==> config.mk <==
export PLATFORM = sky130hd
export DESIGN_NAME = sync_preset_counter
export DESIGN_NICKNAME = d
export VERILOG_FILES = /design/src/rtl/cnt_pkg.sv /design/src/rtl/cnt_action_decode.sv /design/src/rtl/cnt_next_value.sv /design/src/rtl/cnt_carry_detect.sv /design/src/rtl/sync_preset_counter.sv
export SDC_FILE = /design/constraint.sdc
export NUM_CORES = 1
export LEC_CHECK = 0
export BUFFER_PORTS_ARGS = -buffer_cell sky130_fd_sc_hd__buf_2
export CAP_MARGIN = 5
export CORE_AREA = 3 3 40 42
export DETAILED_ROUTE_END_ITERATION = 8
export DIE_AREA = 0 0 43 45
export HOLD_SLACK_MARGIN = 0.12
export PLACE_DENSITY = 0.41
export SLEW_MARGIN = 20
export SYNTH_ARGS = -nofsm -noshare
export SYNTH_HDL_FRONTEND = slang
export SYNTH_HIERARCHICAL = 1
export SYNTH_SLANG_ARGS = --single-unit
==> constraint.sdc <==
create_clock -name clk -period 2.1 [get_ports clk]
set_input_delay 0.21 -clock clk [delete_from_list [all_inputs] [get_ports clk]]
set_output_delay 0.21 -clock clk [all_outputs]
set_load 0.02 [all_outputs]
==> src/rtl/cnt_pkg.sv <==
package cnt_pkg;
  typedef enum logic [1:0] {
    ACT_HOLD  = 2'd0,
    ACT_COUNT = 2'd1,
    ACT_LOAD  = 2'd2,
    ACT_CLEAR = 2'd3
  } cnt_action_e;
endpackage

==> src/rtl/cnt_action_decode.sv <==
module cnt_action_decode
  import cnt_pkg::*;
(
  input  logic        clear_n,
  input  logic        load_n,
  input  logic        en_chain,
  input  logic        en_local,
  output cnt_action_e action
);
  // Fixed priority: clear, then load, then count, else hold.
  always_comb begin
    if (!clear_n)                   action = ACT_CLEAR;
    else if (!load_n)               action = ACT_LOAD;
    else if (en_chain && en_local)  action = ACT_COUNT;
    else                            action = ACT_HOLD;
  end
endmodule

==> src/rtl/cnt_next_value.sv <==
module cnt_next_value
  import cnt_pkg::*;
#(
  parameter int W = 4
) (
  input  cnt_action_e  action,
  input  logic [W-1:0] cur,
  input  logic [W-1:0] data,
  output logic [W-1:0] nxt
);
  // Toggle-style increment: bit i flips when all lower bits are one.
  logic [W:0]   all_low_ones;
  logic [W-1:0] incr;

  assign all_low_ones[0] = 1'b1;

  genvar i;
  generate
    for (i = 0; i < W; i++) begin : g_tbit
      assign all_low_ones[i+1] = all_low_ones[i] & cur[i];
      assign incr[i]           = cur[i] ^ all_low_ones[i];
    end
  endgenerate

  always_comb begin
    unique case (action)
      ACT_CLEAR: nxt = '0;
      ACT_LOAD:  nxt = data;
      ACT_COUNT: nxt = incr;
      default:   nxt = cur;
    endcase
  end
endmodule

==> src/rtl/cnt_carry_detect.sv <==
module cnt_carry_detect #(
  parameter int W = 4
) (
  input  logic [W-1:0] cur,
  input  logic         en_chain,
  output logic         carry
);
  assign carry = (&cur) & en_chain;
endmodule

==> src/rtl/sync_preset_counter.sv <==
module sync_preset_counter
  import cnt_pkg::*;
#(
  parameter int W = 4
) (
  input  logic         clk,
  input  logic         clear_n,
  input  logic         load_n,
  input  logic         en_chain,
  input  logic         en_local,
  input  logic [W-1:0] data_in,
  output logic [W-1:0] count,
  output logic         carry_out
);
  cnt_action_e  action;
  logic [W-1:0] count_q;
  logic [W-1:0] count_d;

  cnt_action_decode u_decode (
    .clear_n  (clear_n),
    .load_n   (load_n),
    .en_chain (en_chain),
    .en_local (en_local),
    .action   (action)
  );

  cnt_next_value #(.W(W)) u_next (
    .action (action),
    .cur    (count_q),
    .data   (data_in),
    .nxt    (count_d)
  );

  always_ff @(posedge clk) begin
    count_q <= count_d;
  end

  cnt_carry_detect #(.W(W)) u_carry (
    .cur      (count_q),
    .en_chain (en_chain),
    .carry    (carry_out)
  );

  assign count = count_q;
endmodule

==> reports/results.txt <==
outcome = finished clean
initial antenna violation count = 0
top cell type by total area after synthesis = dfxtp_1
endpoints failing hold = 0
Placed Area = 319 µm²
grt total ovfl = 0
share of cells above drive strength 1 = 0.425
n_diodes = 0
CP endpoint = carry_out
count of final setup violators = 0
Syn Inst Count = 25
Post-synth EDFFs = 0
sequential cell area fraction in the yosys report = 0.325
drt initial violations = 6
worst reg2reg startpoint = count[0]
Crit Path Category = flop to primary output
H-tree levels = 1
TritonCTS clock tree = yes
clk_skew = 4.66 ps
Num CTS Buffers = 3
antenna viol nets, final = 0
WL/cell = 10.9 µm
cts repair resizes = 0
Cell Count, Final, Fillers Out = 55
Leakage Power = 0.180 nW
Flop pwr share = 0.386
first-pass GRT wire length = 862 µm
pwr dens = 698 mW/mm²
sw frac = 0.283
Synth top area share = 0.325
Post-Synthesis Cell Area = 246 µm²
Remaining DRCs = 0
Slew Limit Fails = 0
max_slew headroom = 0.791
worst slack, placed = 977 ps
placed cell count = 52
Hold/Removal Path Class = input port to flop
number of clock sinks = 4
Worst Tran Pin Value = 312 ps
Max-cap violations = 0
clock share of power = 0.404
final worst slack = 929 ps
port bufs = 13
Worst R2R End = count[3]
fin crit period = 1170 ps
Sequential Area = 80.1 µm²
fin util = 0.266
WHS = 265 ps
Initial Util = 0.192
synth top area cells = dfxtp_1 (32%), mux2i_1 (16%), o2bb2ai_1 (11%)
commonest cells in the synthesized netlist = dfxtp_1 (4), mux2i_1 (4), nand2_1 (3), o2bb2ai_1 (3)
die area = 0.00194 mm²
worst path required time = 1890 ps
hold path depth = 3
CP Launch Type = flop
die width = 43 µm
Worst Setup SP = count[0]
routed wire length = 598 µm
Syn Area/Cell = 9.86 µm²
Primary FF master, synth = dfxtp_1
combinational share of power = 0.210
CP arrival = 960 ps
Die H = 45 µm
P&R area growth vs syn = 38.6%
Setup crit end kind = primary output
vias in the first global route = 212
maximum fanout along the worst path = 5
row count = 13
syn nets = 36
Final Power = 0.239 mW
Setup TNS = 0 ps
switching pwr = 0.0675 mW
Post-CTS Setup Inserts = 0
Yosys warnings = 6
CTS max path bufs = 2
Multi-input gate area = 151 µm²
Vias = 233
Max Clk Rate = 854 MHz
final instance area = 342 µm²
clock-pin slew of the registers on the worst-case setup and hold paths = 40 ps
Final Wtd Congestion = 0.731
CORE AREA = 0.00128 mm²
reg2reg path depth = 4
num ports = 14
r2r setup slk = 1000 ps
Tcrit/Tclk final = 0.558
Pint = 0.171 mW
cts hold-fix bufs = 0
largest net degree at the start of global routing = 8
GR Util All Layers = 0.0692
root buffer cell = clkbuf_4
Filler cells = 142
FFs w/ async S/R, synth = 0
via/cell ratio = 4.24
Synth Register Bits = 4
VDD IR-drop max = 0.000219 V
worst-skew pair later-pin latency = 240 ps
fin nets = 53
RSZ-0062 raised after global routing = false
DR pass1 iterations = 3
Netlist cell types = 13
max FFs per register = 4
==> worst max-delay path: stages, from the launching register on <==
cell	delay (ps)
dfxtp_1	380
nand3_1	100
nor2_1	80
buf_2	160
==> cells by family after synthesis <==
logic type	share of synthesized area
AO/OA/AOI/OAI	0.142
adder cells (fa/ha/maj)	0.102
buffers and inverters	0.0609
flip-flops	0.325
multiplexers	0.162
AND/OR/NAND/NOR	0.208
==> routing by layer <==
layer  vias up  global-route usage  wire length, µm
met5         -                   0                0
met4         0              0.0542                0
met3         0              0.0757               78
met2        11              0.0778              255
met1        99              0.0700              264
li1        123                   -                -
==> cell usage in the layout, fill, tap and decap left out, drive strengths merged <==
cell type,synthesis,layout
dfxtp,4,4
clkbuf,0,3
buf,1,13
mux2i,4,4
inv,1,1
o221ai,1,1
nand3,2,2
nor2b,1,1
ha,2,2
nand4bb,1,1
o2bb2ai,3,3
nand2b,1,1
nor2,1,1
nand2,3,3
==> worst min-delay path by stage <==
stage	start	to	slack, ps
final	data_in[2]	count[2]	270
after global placement	data_in[2]	count[2]	500
after detailed placement	data_in[0]	count[0]	510
after floorplan	data_in[0]	count[0]	400
after global routing	data_in[2]	count[2]	270
after CTS	data_in[2]	count[2]	260
==> power groups by stage <==
stage	logic (mW)	registers, mW	clock network (mW)
2_1_floorplan	0.0237	0.102	0
5_1_grt	0.0549	0.0933	0.108
3_5_place_dp	0.0506	0.0937	0
3_3_place_gp	0.0497	0.0929	0
4_1_cts	0.0509	0.0923	0.104
6_report	0.0501	0.0920	0.0964
==> final cells by class <==
type	count	share of cell area
tap	15	0.0549
clock buffer	3	0.0659
timing repair buffer	13	0.190
inverter	1	0.0110
sequential	4	0.234
multi-input combinational	19	0.443
(Power assumes the default switching activity.)
